==> config.mk <==
export PLATFORM = sky130hd
export DESIGN_NAME = i2c_shadow_regbank
export DESIGN_NICKNAME = d
export VERILOG_FILES = /design/src/rtl/i2c_shadow_regbank.sv
export SDC_FILE = /design/constraint.sdc
export NUM_CORES = 1
export LEC_CHECK = 0
export BUFFER_PORTS_ARGS = -buffer_cell sky130_fd_sc_hd__buf_2
export CAP_MARGIN = 20
export CORE_ASPECT_RATIO = 0.8
export CORE_MARGIN = 3
export CORE_UTILIZATION = 40
export CTS_BUF_LIST = sky130_fd_sc_hd__clkbuf_2
export CTS_CLUSTER_SIZE = 25
export DETAILED_ROUTE_END_ITERATION = 10
export MAX_ROUTING_LAYER = met4
export PLACE_DENSITY_LB_ADDON = 0.15
export REMOVE_ABC_BUFFERS = 1
export SYNTH_ARGS = -nofsm -noshare
export SYNTH_HDL_FRONTEND = slang
export SYNTH_SLANG_ARGS = --single-unit
==> constraint.sdc <==
create_clock -name clk -period 2.4 [get_ports clk]
set_clock_uncertainty 0.05 [all_clocks]
set_input_delay 0.36 -clock clk [delete_from_list [all_inputs] [get_ports clk]]
set_output_delay 0.36 -clock clk [all_outputs]
set_load 0.02 [all_outputs]
==> src/rtl/i2c_shadow_regbank.sv <==
module i2c_shadow_regbank #(
  parameter logic [6:0] DEV_ADDR = 7'h2C,
  parameter int NUM_REGS = 21,
  parameter logic [7:0] LAST_SUB = 8'h18,
  parameter logic [20:0] HELD_MASK = 21'h1F603F,
  parameter int HOLD_REG = 16,
  parameter int HOLD_BIT = 7,
  parameter int POL_REG = 10,
  parameter int POL_BIT = 6,
  parameter int BORDER_REG = 20,
  parameter logic [7:0] BORDER_DEFAULT = 8'h12
) (
  input  logic                  clk,
  input  logic                  rst_n,
  input  logic                  scl_i,
  input  logic                  sda_i,
  output logic                  sda_pull_o,
  input  logic                  vsync_i,
  output logic [NUM_REGS*8-1:0] active_o
);
  localparam int IDX_W = $clog2(NUM_REGS);

  typedef enum logic [1:0] {S_IDLE, S_ADDR, S_SUB, S_DATA} st_t;

  function automatic logic [7:0] used_bits(input logic [7:0] idx);
    case (idx)
      8'h06, 8'h07: used_bits = 8'h00;
      8'h0E:        used_bits = 8'h7F;
      8'h0F, 8'h14: used_bits = 8'h3F;
      default:      used_bits = 8'hFF;
    endcase
  endfunction

  function automatic logic [7:0] reset_val(input int idx);
    reset_val = (idx == BORDER_REG) ? BORDER_DEFAULT : 8'h00;
  endfunction

  logic [1:0] scl_q, sda_q, vs_q;
  logic       scl_p, sda_p, vs_p;
  logic       scl_s, sda_s, vs_s;

  always_ff @(posedge clk or negedge rst_n)
    if (!rst_n) begin
      scl_q <= 2'b11; sda_q <= 2'b11; vs_q <= 2'b00;
      scl_p <= 1'b1;  sda_p <= 1'b1;  vs_p <= 1'b0;
    end else begin
      scl_q <= {scl_q[0], scl_i};
      sda_q <= {sda_q[0], sda_i};
      vs_q  <= {vs_q[0], vsync_i};
      scl_p <= scl_q[1];
      sda_p <= sda_q[1];
      vs_p  <= vs_q[1];
    end

  assign scl_s = scl_q[1];
  assign sda_s = sda_q[1];
  assign vs_s  = vs_q[1];

  logic start_c, stop_c, scl_rise, scl_fall;
  assign start_c  = scl_s & scl_p & sda_p & ~sda_s;
  assign stop_c   = scl_s & scl_p & ~sda_p & sda_s;
  assign scl_rise = scl_s & ~scl_p;
  assign scl_fall = ~scl_s & scl_p;

  st_t        state;
  logic [7:0] shreg, ptr;
  logic [3:0] bitcnt;
  logic       ackph, ack_ok, byte_done, data_wr, wr_en;

  assign ack_ok    = (state == S_ADDR) ? (shreg == {DEV_ADDR, 1'b0}) : (state != S_IDLE);
  assign byte_done = scl_fall && bitcnt == 4'd8 && !ackph && state != S_IDLE;
  assign data_wr   = byte_done && state == S_DATA;
  assign wr_en     = data_wr && ptr < 8'(NUM_REGS);

  always_ff @(posedge clk or negedge rst_n)
    if (!rst_n) begin
      state <= S_IDLE; shreg <= '0; ptr <= '0; bitcnt <= '0;
      ackph <= 1'b0; sda_pull_o <= 1'b0;
    end else if (start_c) begin
      state <= S_ADDR; bitcnt <= '0; ackph <= 1'b0; sda_pull_o <= 1'b0;
    end else if (stop_c) begin
      state <= S_IDLE; bitcnt <= '0; ackph <= 1'b0; sda_pull_o <= 1'b0;
    end else if (state != S_IDLE) begin
      if (scl_rise && bitcnt < 4'd8) begin
        shreg  <= {shreg[6:0], sda_s};
        bitcnt <= bitcnt + 4'd1;
      end
      if (byte_done) begin
        ackph      <= 1'b1;
        sda_pull_o <= ack_ok;
        case (state)
          S_ADDR: if (ack_ok) state <= S_SUB;
          S_SUB:  begin ptr <= shreg; state <= S_DATA; end
          S_DATA: if (ptr < LAST_SUB) ptr <= ptr + 8'd1;
          default: ;
        endcase
      end else if (scl_fall && ackph) begin
        ackph      <= 1'b0;
        sda_pull_o <= 1'b0;
        bitcnt     <= '0;
        if (!ack_ok) state <= S_IDLE;
      end
    end

  logic [7:0] stage [NUM_REGS];

  always_ff @(posedge clk or negedge rst_n)
    if (!rst_n) begin
      for (int i = 0; i < NUM_REGS; i++) stage[i] <= reset_val(i);
    end else if (wr_en) begin
      stage[ptr[IDX_W-1:0]] <= shreg & used_bits(ptr);
    end

  logic hold_now, vs_edge, commit;
  assign hold_now = stage[HOLD_REG][HOLD_BIT];
  assign vs_edge  = stage[POL_REG][POL_BIT] ? (vs_p & ~vs_s) : (vs_s & ~vs_p);
  assign commit   = vs_edge & ~hold_now;

  for (genvar gi = 0; gi < NUM_REGS; gi++) begin : g_reg
    if (HELD_MASK[gi]) begin : g_held
      logic [7:0] act_q;
      always_ff @(posedge clk or negedge rst_n)
        if (!rst_n)      act_q <= reset_val(gi);
        else if (commit) act_q <= stage[gi];
      assign active_o[gi*8 +: 8] = act_q;
    end else begin : g_direct
      assign active_o[gi*8 +: 8] = stage[gi];
    end
  end
endmodule

# [Yosys cells after proc, flatten, opt, wreduce, memory -nomap -nowiden]
# Index checks and enable logic that the tools add are counted.
[word_totals] register_bits=305 inputBits=5 elab_cells=139
[op_classes] n_addsub=2 magnitude_cmp=5 eq_ne=14 muxes=32 n_bitwise=21 reduce_logical=19
[op_table] cell="$bwmux 168" n=1
[op_table] cell="$demux 8 s5" n=1
[op_table] cell="$mux 4" n=6
[op_table] cell="$mux 8" n=3
[op_table] cell="$pmux 8 s3" n=1
[op_table] cell="$eq 8x3->1 const B" n=2
[op_table] cell="$eq 8x4->1 const B" n=2
[op_table] cell="$lt 8x5->1 const B" n=2
[op_table] cell="$pmux 8 s2" n=1
[op_table] cell="$mux 2" n=7
[op_table] cell="$mux 1" n=11
[op_table] cell="$and 1x1->1" n=10
[op_table] cell="$not 1->1" n=9
[op_table] cell="$add 8x1->8 const B" n=1
[op_table] cell="$and 8x8->8" n=1
[op_table] cell="$eq 8x5->1 const B" n=1
[op_table] cell="$eq 8x7->1 const B" n=1
[op_table] cell="$logic_and 1x1->1" n=8
[op_table] cell="$ge 6x6->1 const B" n=1
[op_table] cell="$lt 6x1->1 const B" n=1
[op_table] cell="$not 5->6" n=1
[op_table] cell="$reduce_and 6->1" n=1
[op_table] cell="$ne 5x3->1 const B" n=1
[op_table] cell="$ne 5x5->1 const B" n=1
[op_table] cell="16 further kinds" n=19

# [Depth between registers and ports, before layout]
# Gate-level depths: netlist of the first run.
[logic_depth] ltp_word=10 ltp_mapped=8

# [Least setup slack after synthesis of the first run]
# Ideal clock, no wire load.
[synth_path] path_kind="register to register" from="register bitcnt[0]" to="register stage[120] in the netlist's numbering" arrival_ns=2.036 required_time_ns=2.225 setup_slack_ns=0.190 path_stages_with_launch=9 n_path_buf=2 path_cell_list="dfrtp_1 -> inv_1 -> ha_1 -> and4bb_1 -> buf_4 -> nand3b_4 -> buf_6 -> nor4_4 -> mux2_2"
[synth_via] elab_chain_len=6
[synth_lines] item="start: declaration" line="67" rtl="logic [3:0] bitcnt;"
[synth_lines] item="start signal: assignment" line="86" rtl="bitcnt <= bitcnt + 4'd1;"
[synth_lines] item="$eq 4x4->1" line="71" rtl="assign byte_done = scl_fall && bitcnt == 4'd8 && !ackph && state != S_IDLE;"
[synth_lines] item="$logic_and 1x1->1 (3 in a row)" line="71"
[synth_lines] item="$logic_and 1x1->1" line="72" rtl="assign data_wr = byte_done && state == S_DATA;"
[synth_lines] item="$logic_and 1x1->1" line="73" rtl="assign wr_en = data_wr && ptr < 8'(NUM_REGS);"
[synth_lines] item="end signal: indexed assignment" line="111" rtl="stage[ptr[IDX_W-1:0]] <= shreg & used_bits(ptr);"
[synth_lines] item="end: declaration" line="105" rtl="logic [7:0] stage [NUM_REGS];"
# Every way passes these cells.
# A chain may end at the register's enable or synchronous reset.

# [Worst setup path after layout of the first run]
[layout_path] from="register ptr[4]" to="register stage[28] in the netlist's numbering"
[layout_via] elab_chain_len=6 elab_cells_between_ends=19
[layout_lines] item="start: declaration" line="66" rtl="logic [7:0] shreg, ptr;"
[layout_lines] item="start signal: assignment" line="94" rtl="S_DATA: if (ptr < LAST_SUB) ptr <= ptr + 8'd1;"
[layout_lines] item="$not 5->6 (implied by the code) (tied with other cells)" line="111"
[layout_lines] item="$ge 6x6->1 (implied by the code) (tied with other cells)" line="111"
[layout_lines] item="$logic_and 1x1->1 (implied by the code) or $pmux 8 s3 (tied branches)" line="111, 26"
[layout_lines] item="$mux 8, on equally long branches" line="111, 110"
[layout_lines] item="$demux 8 s5 or $and 8x8->8 (tied branches)" line="111"
[layout_lines] item="$bwmux 168" line="111"
# Several ways; a longest one is shown, not always the timed one. The select of a mux whose other input is x is not followed.

==> metrics.txt, run 1 <==
global-route wire length before repair between 40000 and 50000 um; Pwr Density around 680 nW/um^2; First-pass DRT Iterations 4; kind of critical path flop to flop; Layout Cells excl Fill approximately 1600; RSZ-0062 raised after global routing no; fin nets about 1200; final wirelength 31430 um; Max VDD drop 241.6 uV; GR Util All Layers a little under 20%; DIE HEIGHT roughly 160 um; R2R setup slack ~0.17 ns; top sig layer met4; worst slew pin tran 0.6956 ns; Layout area overhead 16.99%; initial antenna violation count 1; CP max stage cell dfrtp_1; vias in the first global route about 8600; Via density around 5; Tcrit/Tclk final between 90 and 100%; Die W ~200 um; HPWL after DPL 20960 um; synthesized area about 12000 um^2; Peak Freq 448.8 MHz; number of enable flip-flop cells after synthesis 0; Top FF cell, synth dfrtp_1; area share of the largest cell type after synthesis around three fifths; placement row count 57; total area of sequential cells roughly 7600 um^2; top cell type by total area after synthesis dfrtp_1; Critical Path RT between 3 and 4 ns; Seq/Total Area, Yosys ~61%; CTS H-tree depth 3; CP arrival around 2.9 ns; number of CTS-inserted buffers 77; Startpoint Class flop; clock buffer depth 3; register bit total from synthesis between 300 and 400; drt drc 0; die footprint approximately 33000 um^2; Synth warnings 0; number of DRC markers in iteration 0 slightly above 400; CP max FO 12; Reg clk slew, reported paths 0.10 ns; core area roughly 31000 um^2; CTS tree done; I/O pins 174; Root Buffer clkbuf_2; via count a little over 8000; Largest stage delay, worst path 0.52 ns; total gr overflow 0; FILL cells around 2900; Starting Density ~41%; unique cell type count in the Yosys netlist 60; final core occ a little under half; Finish-stage setup viols 0; max_slew headroom roughly 54%; wire length on met1 roughly 15000 um; area of the multi-input gates just over 4000 um^2; syn_area_per_cell 12.85 um^2; Post-synth ARST share 100.0%; Worst-Skew Late Latency just under 0.9 ns; largest net degree at the start of global routing just under 70; Synth area leaders dfrtp_1 59%, mux2_2 15%, o21ai_0 8.1%, buf_4 4.0%, dfstp_2 2.1%; Final Hold Fails 0; layout cells sized above 1 a little under half; placed cells about 1500; status complete, no violations; routability-driven placement congestion ratio 0.8788; CP Capture Type flop; Pwr Total 9.830 mW; Final ANT Viol Nets 0; cells along the critical path nor2_1 > nand4b_1 > buf_4 > nand2_1 > o21ai_0; met3 WL post-DR around 1800 um; Leakage between 7 and 8 nW; routed wl met2 13690 um; HP Class input pin to flop; Slew Limit Fails 0; clock period minus worst slack about 2.2 ns; Max-cap violations 0; PortBufs between 150 and 200; synthesized netlist cell count around 970; CTS Sinks 305; per-cell routed wire length around 19 um
-- sequential cells by signal, indices dropped and copies added, names as in the netlist, 2 cells and up --
signal,cells
ptr,8
scl_q,2
sda_q,2
bitcnt,4
vs_q,2
active_o,64
g.g_held.act_q,104
state,2
shreg,8
stage,103
-- synthesized netlist by cell type (all sizes together), types with 2 or more instances --
master  instances
nand4           4
nand2          28
nor3            7
a22o            2
and2            8
inv             8
nand3b          3
o21ai         203
a22oi           2
nand3          18
nor4bb          2
a21oi           7
nor4            7
ha              6
nor2           14
mux2i           3
nor2b          29
buf            83
mux2          163
clkbuf         32
o211ai          3
and4b           3
dfstp          10
dfrtp         295
nand2b          3
-- metal layers --
metal  global-route usage [%]  up-vias
met5                        -        -
met4                    6.066        0
met3                    4.755       54
met2                    27.80      229
met1                    28.55     4195
li1                         -     3824
-- final timing paths --
check                                                        end          startpoint  cells past startpoint
max reg2reg                                stage[28]$_DFFE_PN0P_  ptr[4]$_DFFE_PN0P_                      5
min                                            vs_q[0]$_DFF_PN0_             vsync_i                      2
min reg2reg                                   scl_q[1]$_DFF_PN1_  scl_q[0]$_DFF_PN1_                      0
min in group asynchronous  g_reg[16].g_held.act_q[5]$_DFFE_PN0P_               rst_n                      3
max                                        stage[28]$_DFFE_PN0P_  ptr[4]$_DFFE_PN0P_                      5
max in group asynchronous  g_reg[18].g_held.act_q[0]$_DFFE_PN0P_               rst_n                      4
-- layout make-up --
type,instances,share of cell area (%)
flip-flops and latches,305,52.55
clock inverters,17,0.6622
clock buffers,120,4.128
repair buffers,242,10.80
well taps,413,3.552
multi-input cells,540,28.07
diodes,2,0.03440
inverters,8,0.2064
-- worst max-delay path: cells and delay by family, from the launching register on --
kind            cells  cell delay, ns
flops               1            0.52
compound gates      1            0.17
simple gates        3            1.07
buf+inv             1            0.21
-- power by group --
group / total (mW) / leakage (nW) / internal [mW] / switching [mW]
Sequential: 5.35 / 4.21 / 5.22 / 0.129
Combinational: 0.976 / 2.91 / 0.313 / 0.663
Clock: 3.51 / 0.544 / 1.42 / 2.09
Total: 9.83 / 7.66 / 6.95 / 2.88
-- kinds of logic (layout without fill, tap and decap cells) --
group,count (synthesis),count (layout),synth area share (%)
mux,166,166,15.00
compound gates,231,231,9.890
other cells,0,2,0
xor+xnor,2,2,0.1409
fa+ha+maj,6,6,0.6037
flops,305,305,61.47
buf+inv,123,387,5.916
simple gates,135,135,6.973
-- metrics by stage --
step / setup WS [ns] / instance area [um^2] / setup TNS, ns / hold slack, ns
3_5_place_dp: 0.1862 / 13770 / 0 / 0.2984
2_1_floorplan: -4.399 / 11730 / -456.65 / 0.01441
4_1_cts: 0.1741 / 14530 / 0 / 0.005307
3_3_place_gp: 0.2147 / 13770 / 0 / 0.2972
6_report: 0.1720 / 14550 / 0 / 0.09202
5_1_grt: 0.02263 / 14550 / 0 / 0.01891
-- cells in the final DEF, fill, tap and decap left out, types with 3 or more instances in the layout --
master         count
dfrtp_1          295
o21ai_0          201
buf_2            172
mux2_2           162
clkbuf_2         120
buf_4             50
nor2b_1           29
nand2_1           26
nand3_1           16
nor2_1            14
buf_12            13
clkinv_1          12
dfstp_2           10
inv_1              8
and2_1             8
a21oi_1            6
ha_1               6
dlygate4sd3_1      6
nor3_2             5
nor4_4             4
nand4_1            4
and4b_1            3
nand2b_1           3
mux2i_1            3
o211ai_1           3
-- repair_timing --
item / in CTS / in global routing
endpoints found under the hold margin: 299 / 0
hold buffers: 6 / 0
resized for setup: 0 / 3
endpoints found under the setup margin: 0 / 11
buffers inserted: 0 / 0
(Power assumes the default switching activity.)
==> run 2, diff against run 1 <==
- CORE_UTILIZATION: 40 -> 39
- clock period: 2.4 -> 2.45 ns (I/O delays scaled with it)
==> metrics.txt, run 2 (synthesis results as in run 1) <==
status complete, no violations; Reg clk slew, reported paths 0.09 ns (about the same); Pwr Density 671.7 nW/um^2 (-0.58%); Layout Cells excl Fill 1631 (-0.97%); via count 8283 (-0.23%); Final Hold Fails 0 (unchanged); placed cells 1485 (-1.1%); pre-CTS WS 0.1785 ns (-0.007643 ns); clock buffer depth 3 (unchanged); Final ANT Viol Nets 0 (unchanged); Startpoint Class flop; max FFs per register 104 (unchanged); DIE HEIGHT 165.7 um (+1.2%); Leakage 7.567 nW (-1.3%); PortBufs 173 (unchanged); First-pass DRT Iterations 5 (+1); most common cell after layout, fill and taps aside dfrtp_1; reg-to-reg endpoint stage[123]$_DFFE_PN0P_; Clock Power Share 36.8% (+1.1 points); total gr overflow 0 (unchanged); Net Switching 2.842 mW (-1.4%); number of CTS-inserted buffers 78 (+1.3%); global-route wire length before repair 50250 um (+0.58%); Max VDD drop 272.5 uV (+13%); Sw Ratio 29.38% (+0.076 points); register with the most flip-flops g.g_held.act_q; HP Class input pin to flop; CTS Sinks 305 (unchanged); number of DRC markers in iteration 0 449 (+8.2%); Starting Density 40.27% (-0.47 points); most frequent cells in the layout 295 x dfrtp_1, 201 x o21ai_0, 172 x buf_2; clock period minus worst slack 2.260 ns (+0.03206 ns); placement row count 57 (unchanged); Via density 5.078 (+0.75%); vias in the first global route 8461 (-1.4%); worst slew pin tran 0.7238 ns (+0.02820 ns); cells along the critical path inv_1 > ha_1 > and4bb_1 > nand3b_4 > nor4_4 > buf_4 > mux2_2; # Post-CTS Setup Buffers 0 (unchanged); routability-driven placement congestion ratio 0.8825 (+0.42%); CTS H-tree depth 3 (unchanged); Peak Freq 442.5 MHz (-1.4%); Layout area overhead 15.79%; Area after DPL 13580 um^2 (-1.4%); drt drc 0 (unchanged); Internal 6.830 mW (-1.7%); max_slew headroom 51.63% (-1.9 points); largest net degree at the start of global routing 74 (+7.2%); Pwr Total 9.672 mW (-1.6%); Finish-stage setup viols 0 (unchanged); CP arrival 2.93 ns (+0.08 ns); Comb pwr share 9.3% (-0.6 points); Reg power frac 54.0% (-0.4 points); Tcrit/Tclk final 92.25% (-0.59 points); hold path endpoint scl_q[0]$_DFF_PN1_; Root Buffer clkbuf_2; post-route cell area 14400 um^2 (-1.0%); WHS 0.1339 ns (+0.04183 ns); fin worst setup slack 0.1900 ns (+0.01794 ns); worst min-delay path startpoint scl_i; RSZ-0062 raised after global routing no; R2R setup slack 0.19 ns (+0.02 ns); GR Util All Layers 19.21% (-0.59 points); Slew Limit Fails 0 (unchanged); die footprint 34080 um^2 (+2.5%); CP Capture Type flop; Worst-Skew Late Latency 0.91 ns (+0.03 ns); initial antenna violation count 1 (unchanged); HPWL after DPL 20600 um (-1.7%); Largest stage delay, worst path 0.43 ns (-0.09 ns); layout cells sized above 1 43.80% (-1.3 points); kind of critical path flop to flop; per-cell routed wire length 19.15 um (+0.35%); CTS tree done; fin nets 1170 (-1.3%); final core occ 46.63% (-1.0 points); Die W 205.6 um (+1.2%); final wirelength 31230 um (-0.62%); Critical Path RT 3.12 ns (+0.10 ns); Max-cap violations 0 (unchanged); total negative slack 0 ns (unchanged); hold path depth 2 (unchanged); reg2reg path depth 7 (+2); CP max FO 11 (-1); I/O pins 174 (unchanged); CP max stage cell dfrtp_1; core area 30880 um^2 (+1.2%); Reg2Reg Launch Point bitcnt[0]$_DFFE_PN0P_
==> run 2: cell types whose count changed in the layout (fill, tap and decap cells not counted), sizes merged <==
cell      previous run  this run
buf                236       220
bufinv               1         2
clkbuf             120       112
clkinv              14        20
clkinvlp             1         2
diode                2         1
inv                  9        10
==> run 2: metal layers <==
metal / global-route usage [%] / up-vias / part of all wire [%]
met5: - / - / 0
met4: 5.970 / 0 / 2.0
met3: 5.161 / 53 / 6.2
met2: 26.25 / 234 / 43
met1: 27.86 / 4206 / 49
li1: - / 3790 / -
==> run 2: power groups by stage <==
| stage | Clock [mW] | Combinational, mW | Sequential, mW |
|---|---|---|---|
| after floorplan | 0 | 0.376 | 5.28 |
| after global placement | 0 | 0.891 | 5.32 |
| after detailed placement | 0 | 0.904 | 5.32 |
| after CTS | 3.71 | 0.917 | 5.22 |
| after global routing | 4.01 | 0.967 | 5.24 |
| final | 3.56 | 0.895 | 5.22 |
==> run 2: worst max-delay path: cells and delay by family (launching register included) <==
kind	cells	cell delay (ns)
and+or+nand+nor	3	0.89
adders and majority gates	1	0.15
muxes	1	0.34
DFF	1	0.43
buffers and inverters	2	0.29
==> run 2: what timing repair did <==
item | 4_1_cts | 5_1_grt
endpoints found under the hold margin | 303 | 0
hold buffers | 7 | 0
gates resized for setup | 0 | 0
==> run 2: how the worst max path moves through the flow <==
stage                             startpoint                                     to  slack (ns)  cells after the start
global placement       bitcnt[0]$_DFFE_PN0P_                 stage[120]$_DFFE_PN0P_        0.24                      7
detailed placement     bitcnt[0]$_DFFE_PN0P_                 stage[124]$_DFFE_PN0P_        0.18                      7
global route              ptr[0]$_DFFE_PN0P_               active_o[80]$_DFFE_PN0P_        0.01                      7
floorplan           active_o[86]$_DFFE_PN0P_  g_reg[20].g_held.act_q[1]$_DFFE_PN1P_       -4.35                      3
CTS                    bitcnt[0]$_DFFE_PN0P_                 stage[120]$_DFFE_PN0P_        0.18                      7
finish                 bitcnt[0]$_DFFE_PN0P_                 stage[123]$_DFFE_PN0P_        0.19                      7
==> run 2: cell type report <==
class                      instances  area, um^2
sequential                       305        7645
clock buffer                     112       560.5
tap                              413       516.7
fill                            2890       16480
timing repair buffer             226        1401
clock inverter                    26       171.4
inverter                           8       30.03
multi-input combinational        540        4071
antenna                            1       2.502
==> run 3, diff against run 2 <==
- ABC_AREA: unset -> 1
- clock period: 2.45 -> 2.7 ns (I/O delays scaled with it)
==> metrics.txt, run 3 <==
status complete, no violations; synthesized area 13170 um^2 (+5.9%); initial antenna violation count 1 (unchanged); post-route cell area 14720 um^2 (+2.2%); Critical Path RT 3.35 ns (+0.23 ns); Net Switching 2.666 mW (-6.2%); Via density 4.663 (-8.2%); total gr overflow 0 (unchanged); Layout area overhead 11.80%; clock period minus worst slack 2.297 ns (+0.03694 ns); CP arrival 2.95 ns (+0.02 ns); PortBufs 173 (unchanged); cells along the critical path inv_1 > ha_1 > inv_1 > nand3_1 > nand2_1 > nor2_4 > buf_4 > nand4_4 > nand2_1 > o21ai_2; drt drc 0 (unchanged); Finish-stage setup viols 0 (unchanged); DIE HEIGHT 170.4 um (+2.8%); die footprint 36020 um^2 (+5.7%); Slew Limit Fails 0 (unchanged); CP bufs+invs 3 (+1); CP Capture Type flop; Max VDD drop 300.8 uV (+10%); GR Util All Layers 19.10% (-0.11 points); per-cell routed wire length 16.18 um (-15%); global-route wire length before repair 52850 um (+5.2%); Area after DPL 13900 um^2 (+2.3%); register bit total from synthesis 305 (unchanged); clock buffer depth 3 (unchanged); First-pass DRT Iterations 7 (+2); Startpoint Class flop; Reg clk slew, reported paths 0.11 ns (+0.02 ns); routability-driven placement congestion ratio 0.8761 (-0.73%); Worst-Skew Late Latency 0.89 ns (-0.02 ns); core area 32920 um^2 (+6.6%); vias in the first global route 9504 (+12%); final core occ 44.71% (-1.9 points); layout cells sized above 1 28.31% (-15 points); Final ANT Viol Nets 0 (unchanged); max FFs per register 104 (unchanged); most common cell after layout, fill and taps aside nand2_1; I/O pins 174 (unchanged); Largest stage delay, worst path 0.46 ns (+0.03 ns); via count 9359 (+13%); delay-heaviest family, CP simple AND/OR/NAND/NOR gates; final wirelength 32480 um (+4.0%); top cell type by total area after synthesis dfrtp_1; worst slew pin tran 0.6772 ns (-0.04659 ns); Post-synth ARST share 100.0% (unchanged); Synth area leaders dfrtp_1 56%, nand2_1 16%, o21ai_2 4.3%, buf_4 3.9%, nand4_4 2.6%; CP max FO 15 (+4); Clock Power Share 37.6% (+0.8 points); CTS tree done; CTS Sinks 305 (unchanged); number of CTS-inserted buffers 80 (+2.6%); area share of the largest cell type after synthesis 56.06% (-3.3 points); HPWL after DPL 20770 um (+0.81%); Sw Ratio 29.98% (+0.60 points); max_slew headroom 54.85% (+3.2 points); syn_area_per_cell 9.633 um^2 (-25%); count leader, synth nand2_1; FILL cells 3343 (+16%); Leakage 8.295 nW (+9.6%); Pwr Density 604.0 nW/um^2 (-10%); largest net degree at the start of global routing 60 (-19%); most frequent cells in the layout 563 x nand2_1, 295 x dfrtp_1, 172 x buf_2; Reg power frac 53.0% (-1.0 points); Internal 6.226 mW (-8.8%); top post-synthesis cells by count 564 x nand2_1, 295 x dfrtp_1, 69 x buf_4; register with the most flip-flops g.g_held.act_q; Top FF cell, synth dfrtp_1; # Post-CTS Setup Buffers 0 (unchanged); Die W 211.4 um (+2.8%); Max-cap violations 0 (unchanged); CTS H-tree depth 3 (unchanged); number of DRC markers in iteration 0 712 (+59%); Reg2Reg Launch Point ptr[0]$_DFFE_PN0P_; synthesized netlist cell count 1367 (+41%); Final Hold Fails 0 (unchanged); Starting Density 39.99% (-0.28 points); placement row count 59 (+3.5%); unique cell type count in the Yosys netlist 37 (-38%); Seq/Total Area, Yosys 58.06% (-3.4 points); RSZ-0062 raised after global routing no; Root Buffer clkbuf_2; Tcrit/Tclk final 85.07% (-7.2 points); Comb pwr share 9.4% (about the same); Synth warnings 0 (unchanged); fin nets 1536 (+31%); Peak Freq 435.4 MHz (-1.6%); worst setup path startpoint ptr[0]$_DFFE_PN0P_; CP max stage cell dfrtp_1; HP Class input pin to async pin; number of enable flip-flop cells after synthesis 0 (unchanged); kind of critical path flop to flop
==> run 3: cell types whose count changed after synthesis, sizes merged, moves of 16 or more <==
cell	change
o21ai	-54
buf	+18
nor2b	-29
nand4	+16
nor2	+38
nand3	+24
nand2	+549
mux2	-163
inv	+60
==> run 3: layout make-up <==
type / count / area (um^2) / share of cell area [%]
sequential: 305 / 7645 / 51.93
inverter: 69 / 272.8 / 1.853
clock inverter: 15 / 142.6 / 0.9689
tap: 427 / 534.3 / 3.629
antenna: 1 / 2.502 / 0.01700
timing repair buffer: 201 / 1199 / 8.142
multi-input combinational: 868 / 4320 / 29.35
clock buffer: 121 / 605.6 / 4.114
==> run 3: worst register-to-register path, delay by kind of cell, from the launching register on <==
kind	cells	cell delay, ns
compound gates	1	0.06
fa+ha+maj	1	0.19
flops	1	0.46
simple gates	5	0.86
buf+inv	3	0.52
==> run 3: final timing paths <==
| path | endpoint | depth (start not counted) | slack, ns |
|---|---|---|---|
| worst max-delay path | stage[133]$_DFFE_PN0P_ | 10 | 0.40 |
| worst min-delay path | stage[1]$_DFFE_PN1P_ | 2 | 0.10 |
| worst max register to register | stage[133]$_DFFE_PN0P_ | 10 | 0.40 |
| worst min register to register | vs_q[1]$_DFF_PN0_ | 0 | 0.31 |
| max in group asynchronous | scl_p$_DFF_PN1_ | 3 | 2.04 |
| min in group clk | scl_q[0]$_DFF_PN1_ | 2 | 0.16 |
==> run 3: per-layer routing <==
| layer | part of all wire, % | vias to the layer above | track usage, % |
|---|---|---|---|
| met5 | 0 | - | - |
| met4 | 1.6 | 0 | 5.559 |
| met3 | 4.7 | 41 | 4.313 |
| met2 | 44 | 204 | 28.09 |
| met1 | 49 | 4477 | 26.64 |
| li1 | - | 4637 | - |
==> run 3: power groups by stage <==
| stage | registers, mW | clock network (mW) | logic [mW] |
|---|---|---|---|
| floorplan | 4.79 | 0 | 0.399 |
| global route | 4.72 | 3.73 | 0.931 |
| detailed placement | 4.80 | 0 | 0.854 |
| CTS | 4.71 | 3.51 | 0.867 |
| finish | 4.71 | 3.35 | 0.837 |
| global placement | 4.80 | 0 | 0.849 |
==> run 3: cells by family after synthesis <==
group                      after synthesis  share of synthesized area, %
buffers and inverters                  194                         9.188
adders and majority gates                6                        0.5701
AOI/OAI and AO/OA                      163                         8.200
and+or+nand+nor                        699                         23.98
DFF                                    305                         58.06
==> run 3: stage by stage <==
| stage | worst slack (ns) | hold WS, ns | TNS [ns] | instances | total power, mW |
|---|---|---|---|---|---|
| 3_5_place_dp | 0.3564 | 0.2879 | 0 | 1865 | 5.655 |
| 5_1_grt | 0.1579 | 0.04400 | 0 | 2007 | 9.387 |
| 2_1_floorplan | -1.066 | 0.05941 | -119.36 | 1242 | 5.188 |
| 4_1_cts | 0.3663 | 0.01128 | 0 | 2006 | 9.092 |
| 3_3_place_gp | 0.3699 | 0.2876 | 0 | 1864 | 5.651 |
| 6_report | 0.4030 | 0.1036 | 0 | 2007 | 8.892 |
==> run 3: timing repair <==
action,in CTS,in global routing
endpoints found under the setup margin,0,0
endpoints found under the hold margin,300,0
hold buffers,5,0
gates resized for setup,0,0
